===== src/rtl/pwm_tc_pkg.sv =====
package pwm_tc_pkg;

  typedef enum logic [1:0] {
    WM_STOP_A = 2'b00,
    WM_STOP_B = 2'b01,
    WM_DUAL   = 2'b10,
    WM_FAST   = 2'b11
  } wave_mode_e;

  typedef enum logic [1:0] {
    OM_OFF   = 2'b00,
    OM_RSVD  = 2'b01,
    OM_CLEAR = 2'b10,
    OM_SET   = 2'b11
  } out_mode_e;

  typedef struct packed {
    logic       ovf_ie;
    logic       cmp_ie;
    out_mode_e  om;
    wave_mode_e wm;
  } ctrl_t;

  localparam int CTRL_W  = 6;
  localparam int N_FLAG  = 2;
  localparam int FLG_CMP = 0;
  localparam int FLG_OVF = 1;

endpackage


===== src/rtl/pwm_tc_regs.sv =====
module pwm_tc_regs
  import pwm_tc_pkg::*;
#(
  parameter int W = 8
) (
  input  logic         clk,
  input  logic         rst_n,
  input  logic         wr_en,
  input  logic         wr_addr,
  input  logic [W-1:0] wr_data,
  input  logic         running,
  input  logic         at_top,
  output ctrl_t        ctrl_q,
  output logic [W-1:0] cmp_act
);

  logic [W-1:0] cmp_buf;
  logic         load_act;
  logic         unused_hi;

  assign load_act  = !running || at_top;
  assign unused_hi = &{1'b0, wr_data[W-1:CTRL_W]};

  always_ff @(posedge clk or negedge rst_n) begin
    if (!rst_n) begin
      ctrl_q  <= ctrl_t'('0);
      cmp_buf <= '0;
      cmp_act <= '0;
    end else begin
      if (wr_en && !wr_addr) ctrl_q  <= ctrl_t'(wr_data[CTRL_W-1:0]);
      if (wr_en &&  wr_addr) cmp_buf <= wr_data;
      if (load_act)          cmp_act <= cmp_buf;
    end
  end

endmodule


===== src/rtl/pwm_tc_counter.sv =====
module pwm_tc_counter
  import pwm_tc_pkg::*;
#(
  parameter int W = 8
) (
  input  logic         clk,
  input  logic         rst_n,
  input  logic [1:0]   wm,
  output logic [W-1:0] cnt,
  output logic         step_up,
  output logic         at_top,
  output logic         at_bottom,
  output logic         running,
  output logic         fast,
  output logic         ovf_evt
);

  localparam logic [W-1:0] MAXV = '1;

  logic dir_q;

  function automatic logic [W-1:0] next_count(input logic [W-1:0] c,
                                              input logic fast_m,
                                              input logic up);
    if (fast_m || up) return c + 1'b1;
    return c - 1'b1;
  endfunction

  assign fast      = (wm == WM_FAST);
  assign running   = fast || (wm == WM_DUAL);
  assign at_top    = (cnt == MAXV);
  assign at_bottom = (cnt == '0);
  assign step_up   = at_bottom ? 1'b1 : (at_top ? 1'b0 : dir_q);
  assign ovf_evt   = running && (fast ? at_top : (at_bottom && !dir_q));

  always_ff @(posedge clk or negedge rst_n) begin
    if (!rst_n) begin
      cnt   <= '0;
      dir_q <= 1'b1;
    end else if (running) begin
      cnt   <= next_count(cnt, fast, step_up);
      dir_q <= fast | step_up;
    end
  end

endmodule


===== src/rtl/pwm_tc_wave.sv =====
module pwm_tc_wave #(
  parameter int W = 8
) (
  input  logic         clk,
  input  logic         rst_n,
  input  logic         running,
  input  logic         fast,
  input  logic [1:0]   om,
  input  logic [W-1:0] cnt,
  input  logic [W-1:0] cmp_act,
  input  logic         step_up,
  input  logic         at_bottom,
  output logic         cmp_evt,
  output logic         pwm_o,
  output logic         pwm_oe
);

  logic wave_q;

  function automatic logic next_level(input logic cur, input logic match,
                                      input logic bottom, input logic fast_m,
                                      input logic up, input logic drive);
    if (match) return (fast_m || up) ? drive : ~drive;
    if (fast_m && bottom) return ~drive;
    return cur;
  endfunction

  assign cmp_evt = running && (cnt == cmp_act);

  always_ff @(posedge clk or negedge rst_n) begin
    if (!rst_n) wave_q <= 1'b0;
    else if (running)
      wave_q <= next_level(wave_q, cmp_evt, at_bottom, fast, step_up, om[0]);
  end

  assign pwm_oe = om[1];
  assign pwm_o  = pwm_oe & wave_q;

endmodule


===== src/rtl/pwm_tc_flag.sv =====
module pwm_tc_flag (
  input  logic clk,
  input  logic rst_n,
  input  logic set_evt,
  input  logic ack,
  input  logic enable,
  output logic flag_q,
  output logic irq
);

  always_ff @(posedge clk or negedge rst_n) begin
    if (!rst_n) flag_q <= 1'b0;
    else        flag_q <= set_evt | (flag_q & ~ack);
  end

  assign irq = flag_q & enable;

endmodule


===== src/rtl/pwm_tc.sv =====
module pwm_tc
  import pwm_tc_pkg::*;
#(
  parameter int W = 8
) (
  input  logic         clk,
  input  logic         rst_n,
  input  logic         wr_en,
  input  logic         wr_addr,
  input  logic [W-1:0] wr_data,
  input  logic         cmp_ack,
  input  logic         ovf_ack,
  output logic [W-1:0] count_o,
  output logic         pwm_o,
  output logic         pwm_oe,
  output logic         cmp_flag_o,
  output logic         ovf_flag_o,
  output logic         cmp_irq,
  output logic         ovf_irq
);

  ctrl_t        ctrl_q;
  logic [W-1:0] cmp_act;
  logic [1:0]   wm_w;
  logic         step_up, at_top, at_bottom, running, fast;
  logic         cmp_evt_w, ovf_evt_w;

  logic [N_FLAG-1:0] evt_v, ack_v, ie_v, flag_v, irq_v;

  assign wm_w = ctrl_q.wm;

  pwm_tc_regs #(.W(W)) u_regs (
    .clk(clk), .rst_n(rst_n), .wr_en(wr_en), .wr_addr(wr_addr),
    .wr_data(wr_data), .running(running), .at_top(at_top),
    .ctrl_q(ctrl_q), .cmp_act(cmp_act)
  );

  pwm_tc_counter #(.W(W)) u_cnt (
    .clk(clk), .rst_n(rst_n), .wm(wm_w), .cnt(count_o),
    .step_up(step_up), .at_top(at_top), .at_bottom(at_bottom),
    .running(running), .fast(fast), .ovf_evt(ovf_evt_w)
  );

  pwm_tc_wave #(.W(W)) u_wave (
    .clk(clk), .rst_n(rst_n), .running(running), .fast(fast),
    .om(ctrl_q.om), .cnt(count_o), .cmp_act(cmp_act), .step_up(step_up),
    .at_bottom(at_bottom), .cmp_evt(cmp_evt_w), .pwm_o(pwm_o), .pwm_oe(pwm_oe)
  );

  assign evt_v[FLG_CMP] = cmp_evt_w;
  assign evt_v[FLG_OVF] = ovf_evt_w;
  assign ack_v[FLG_CMP] = cmp_ack;
  assign ack_v[FLG_OVF] = ovf_ack;
  assign ie_v[FLG_CMP]  = ctrl_q.cmp_ie;
  assign ie_v[FLG_OVF]  = ctrl_q.ovf_ie;

  for (genvar i = 0; i < N_FLAG; i++) begin : g_flag
    pwm_tc_flag u_flag (
      .clk(clk), .rst_n(rst_n), .set_evt(evt_v[i]), .ack(ack_v[i]),
      .enable(ie_v[i]), .flag_q(flag_v[i]), .irq(irq_v[i])
    );
  end

  assign cmp_flag_o = flag_v[FLG_CMP];
  assign ovf_flag_o = flag_v[FLG_OVF];
  assign cmp_irq    = irq_v[FLG_CMP];
  assign ovf_irq    = irq_v[FLG_OVF];

endmodule


===== config.mk =====
export PLATFORM = sky130hd
export DESIGN_NAME = pwm_tc
export DESIGN_NICKNAME = d
export VERILOG_FILES = /design/src/rtl/pwm_tc_pkg.sv /design/src/rtl/pwm_tc_regs.sv /design/src/rtl/pwm_tc_counter.sv /design/src/rtl/pwm_tc_wave.sv /design/src/rtl/pwm_tc_flag.sv /design/src/rtl/pwm_tc.sv
export SDC_FILE = /design/constraint.sdc
export NUM_CORES = 1
export LEC_CHECK = 0
export ABC_CLOCK_PERIOD_IN_PS = 2700
export CORE_MARGIN = 4
export CORE_UTILIZATION = 51
export CTS_CLUSTER_SIZE = 24
export DETAILED_ROUTE_END_ITERATION = 7
export DONT_BUFFER_PORTS = 1
export GPL_TIMING_DRIVEN = 1
export PLACE_DENSITY = 0.69
export SLEW_MARGIN = 20
export SYNTH_ARGS = -nofsm -noshare
export SYNTH_HDL_FRONTEND = slang
export SYNTH_SLANG_ARGS = --single-unit

===== constraint.sdc =====
create_clock -name clk -period 2.7 [get_ports clk]
set_input_delay 0.135 -clock clk [delete_from_list [all_inputs] [get_ports clk]]
set_output_delay 0.135 -clock clk [all_outputs]
set_load 0.01 [all_outputs]

**Word-level counts from Yosys, hierarchy flattened**

Index checks and enable logic that the tools add are counted.

- Bits in registers: 34
- Input bits: 14
- Output and inout port bits: 14
- Word-level logic and storage cells: 60

- $add $sub $neg: 2
- Equal/unequal tests: 4
- Muxes and demuxes: 17
- Bitwise gates (word level): 11
- Reductions and logical operators: 15

Operators by type and width:

| cell | number |
|---|---|
| $mux W8 | 2 |
| $mux W1 | 15 |
| $add A8 B1 Y8 const B | 1 |
| $eq A8 B8 Y1 | 1 |
| $eq A8 B8 Y1 const B | 1 |
| $logic_not A8 Y1 | 1 |
| $sub A8 B1 Y8 const B | 1 |
| $logic_and A1 B1 Y1 | 6 |
| $and A1 B1 Y1 | 5 |
| $eq A2 B2 Y1 const B | 2 |
| $logic_not A1 Y1 | 3 |
| $logic_or A1 B1 Y1 | 3 |
| $not A1 Y1 | 3 |
| $or A1 B1 Y1 | 3 |
| $reduce_and A2 Y1 | 1 |
| $reduce_bool A2 Y1 | 1 |

**Logic depth before layout (Yosys ltp)**

- Depth in word-level cells: 9
- Mapped depth: 12
- Mapped depth without buffers: 10

**By module**

From an unflattened synthesis, not the netlist that was laid out.

- Cell total of the unflattened synthesis: 158
- Area total of the unflattened synthesis: 1,865.5 µm²

By module, submodules not included:

| module | times used | cells an instance | area each (µm²) | sequential area each (µm²) |
|---|---|---|---|---|
| pwm_tc_regs | 1 | 49 | 869.6 | 550.5 |
| pwm_tc_counter | 1 | 75 | 690.7 | 226.5 |
| pwm_tc_wave | 1 | 26 | 220.2 | 25.0 |
| pwm_tc_flag | 2 | 4 | 42.5 | 25.0 |

**Worst setup path before layout**

No wires, ideal clock.

- Path kind: register to register
- From: register u_cnt.cnt[0]
- To: register u_cnt.cnt[6]
- Library setup time: 0.071 ns
- Arrival time: 2.544 ns
- Required time: 2.629 ns
- Path slack: 0.086 ns
- Cell stages (with the launch flop): 12
- Buffers on the path: 2
- Clock period less this slack: 2.614 ns
- Cells stage by stage: dfrtp_1 -> buf_6 -> nor4_4 -> a22oi_2 -> and2_1 -> buf_6 -> ha_1 -> nor2b_1 -> o21ai_0 -> a21boi_0 -> or4_1 -> nand4_1

- Word-level cells in the longest chain between the ends: 7

RTL lines:

| what | RTL line | text |
|---|---|---|
| start: declaration | pwm_tc_counter.sv:9 | `output logic [W-1:0] cnt,` |
| start signal: assignment | pwm_tc_counter.sv:41 | `cnt <= next_count(cnt, fast, step_up);` |
| $eq A8 B8 Y1 | pwm_tc_counter.sv:31 | `assign at_top = (cnt == MAXV);` |
| $mux W1 (2 in a row) | pwm_tc_counter.sv:33 | `assign step_up = at_bottom ? 1'b1 : (at_top ? 1'b0 : dir_q);` |
| $logic_or A1 B1 Y1 | pwm_tc_counter.sv:25 | `if (fast_m \|\| up) return c + 1'b1;` |
| $mux W1 | pwm_tc_counter.sv:25 |  |
| $mux W1 | pwm_tc_counter.sv:40 | `end else if (running) begin` |
| $mux W8 (*) | pwm_tc_counter.sv:26 | `return c - 1'b1;` |

Mark *: on every way between the ends. The rest lies on a longest branch, timed or not. The select of a mux whose other input is x is not followed.
A chain may end at the register's enable or synchronous reset.

**Final worst setup path**

- From: register u_cnt.cnt[1]
- To: register u_cnt.cnt[5]

Same word-level chain as after synthesis.

==> results.md <==
- Status: complete, no violations
- Area grow syn2layout: 23.5%
- CP Capture Type: register
- Leakage: 0.000912 µW
- Syn. warnings: 0
- Setup crit start kind: register
- Root cell of the clock tree: clkbuf_4
- Final setup viols: 0
- Top post-synthesis cells by area: dfrtp_1 (45%), mux2_2 (14%), xnor2_1 (4.8%)
- Die Area: 0.00459 mm²
- Cells after Synth: 159
- Nets: 211
- Clock buffer depth: 2
- Max-slew violation count: 0
- Main combinational cell family by area after synthesis: multiplexers
- Synth Area in Compound Gates: 10.4%
- Post-synth top cells: dfrtp_1 (33), mux2_2 (23), nand2_1 (12)
- Post-Synth Adder-Cell Area: 5.22%
- Netlist cell types: 40
- Non-filler cells, final: 237
- Pin count of the biggest net entering global routing: 35
- HP Class: in2reg
- Area leader, netlist: dfrtp_1
- Die extent in x: 67.8 µm
- Clock Latency Late Sink: 340 ps
- Pwr Density: 953 mW/mm²
- Setup TNS: 0 ps
- Worst path arrival time: 2800 ps
- Seq/Total Area, Yosys: 46.8%
- Synth Area in Simple Gates: 13.0%
- Synthesized cell area: 0.00182 mm²
- Via density: 5.61
- Origin of the critical flop-to-flop path: u_cnt.cnt[1]
- Initial core utilization: 53.7%
- Core area: 0.00339 mm²
- Most frequent cell after synthesis: dfrtp_1
- Via count: 1330
- Sink Count: 34
- Multiplexer area fraction after synthesis: 15.5%
- ANT nets after route: 0
- Worst setup margin: 142 ps
- Pre-CTS WS: 49.7 ps
- CP Max Fanout: 9
- Yosys reg bits: 34
- Routed WL: 3850 µm
- Worst setup path start: u_cnt.cnt[1]
- # rows: 21
- Grt total ovfl: 0
- H-tree depth: 2
- Skew final: 23.8 ps
- Least-Margin Pin Slew: 619 ps
- Layout Utilization: 66.4%
- Syn nets: 180
- Layout cells sized above 1: 35.6%
- DR iter-0 viols: 82
- Min Clock Period, post-route: 2560 ps
- Layout filler cell count: 271
- Top Ports: 28
- Diodes inserted: 0
- CP required: 2940 ps
- Max_slew headroom: 58.6%
- Ys async rst share: 100%
- CTS tree: done
- Top FF cell, synth: dfrtp_1
- WHS: 140 ps
- Max-Cap Viols: 0
- CTS Buf Count: 5
- Vias in the first global route: 1383
- Drc violations: 0
- Crit path kind: reg2reg
- Maximum vdd ir drop: 563 µV
- DRT Pass-1 Iters: 4
- Yosys top cell area share: 45.3%
- Initial antenna violation count: 0
- Placer Congestion: 0.903
- Chip Height: 67.8 µm
- Input/output buffers: 0
- Total GRT Usage: 19.8%
- Avg Inst Size Synth: 11.5 µm²
- Drt wl/cell: 16.3 µm
- Placed Cells incl. Taps: 216
- Xor and xnor area share after synthesis: 5.29%
- Final period util: 94.8%
- RSZ-0062 raised after global routing: false
- Clk pin slew, worst setup/hold paths: 120 ps
- Count of final hold-check violations: 0
- EDFF count, synth: 0
- Reg2reg setup slack: 140 ps
- Min-delay src: wr_addr
- Fmax: 0.391 GHz
- First-pass GRT wire length: 6490 µm
- Post-DP HPWL: 2830 µm
-- cell usage in the layout (no fill, tap or decap), types with 2 or more instances in the layout --
master and count:
nor2_1 7, dlygate4sd3_1 11, mux2_2 23, nand3_1 2, o211ai_1 2, dfrtp_1 26, a211oi_1 3, dfrtp_2 7
o21ai_0 5, and2_1 4, buf_4 16, xnor2_1 10, a21oi_1 3, o21ai_1 3, nor2b_1 2, nand2_1 12
ha_4 3, nand4_1 5, ha_1 3, inv_1 9, clkbuf_4 5, nor4_4 2
-- worst paths after layout --
path,end,cells past startpoint
setup reg to reg,u_cnt.cnt[5],10
setup / recovery,u_cnt.cnt[5],10
min in group asynchronous,u_cnt.cnt[3],2
hold / removal,u_regs.ctrl_q[1],3
hold reg to reg,u_regs.ctrl_q[4],1
max in group asynchronous,u_cnt.dir_q,2
-- sequential cells by signal, summed over array words and instances (netlist names) --
register / flops
u_regs.ctrl_q: 6
u_cnt.cnt: 8
g_flag.u_flag.flag_q: 2
u_cnt.dir_q: 1
u_wave.wave_q: 1
u_regs.cmp_act: 8
u_regs.cmp_buf: 8
-- layer usage --
metal | up-vias | wire, µm | GRT usage [%]
li1 | 638 | - | -
met1 | 650 | 1680 | 25.1
met2 | 35 | 1900 | 31.7
met3 | 7 | 210 | 5.16
met4 | 0 | 59 | 8.61
met5 | - | 0 | 0
-- critical path, stage by stage (launching register included) --
cell	delay [ps]
dfrtp_2	470
nor4_4	340
a22oi_2	100
and2_4	200
buf_6	150
ha_1	310
o21ai_0	100
o21ai_1	270
a21oi_2	100
xnor2_1	150
mux2_2	270
-- cells by family (layout without fill, tap and decap cells) --
kind of cell / count (synthesis) / in the layout
flip-flops: 34 / 34
adder cells (fa/ha/maj): 7 / 7
XOR/XNOR: 11 / 11
multiplexers: 24 / 24
buffers and inverters: 14 / 46
AO/OA/AOI/OAI: 28 / 28
AND/OR/NAND/NOR: 41 / 41
-- power breakdown --
group / internal (µW) / switching, µW
Combinational: 500 / 436
Clock: 221 / 171
Sequential: 647 / 168
Total: 1370 / 775
-- metrics by stage --
stage / instance area (µm²) / total power, µW
floorplan: 1820 / 1380
global placement: 1960 / 1610
detailed placement: 1960 / 1640
CTS: 2180 / 2060
global route: 2250 / 2300
finish: 2250 / 2140
-- timing repair --
action	CTS	global route
hold buffers	12	0
endpoints found under the setup margin	1	4
setup buffers	0	1
pin swaps	0	4
endpoints found under the hold margin	50	0
resized for setup	1	17
-- cell type report --
class / count / area [µm²] / share of cell area (%)
multi-input combinational: 111 / 951 / 42.3
sequential: 34 / 861 / 38.3
timing repair buffer: 29 / 262 / 11.6
tap: 46 / 57.6 / 2.56
clock buffer: 7 / 55.1 / 2.45
inverter: 9 / 33.8 / 1.50
clock inverter: 1 / 30.0 / 1.33
No activity file was read; power rests on OpenSTA's default activity.
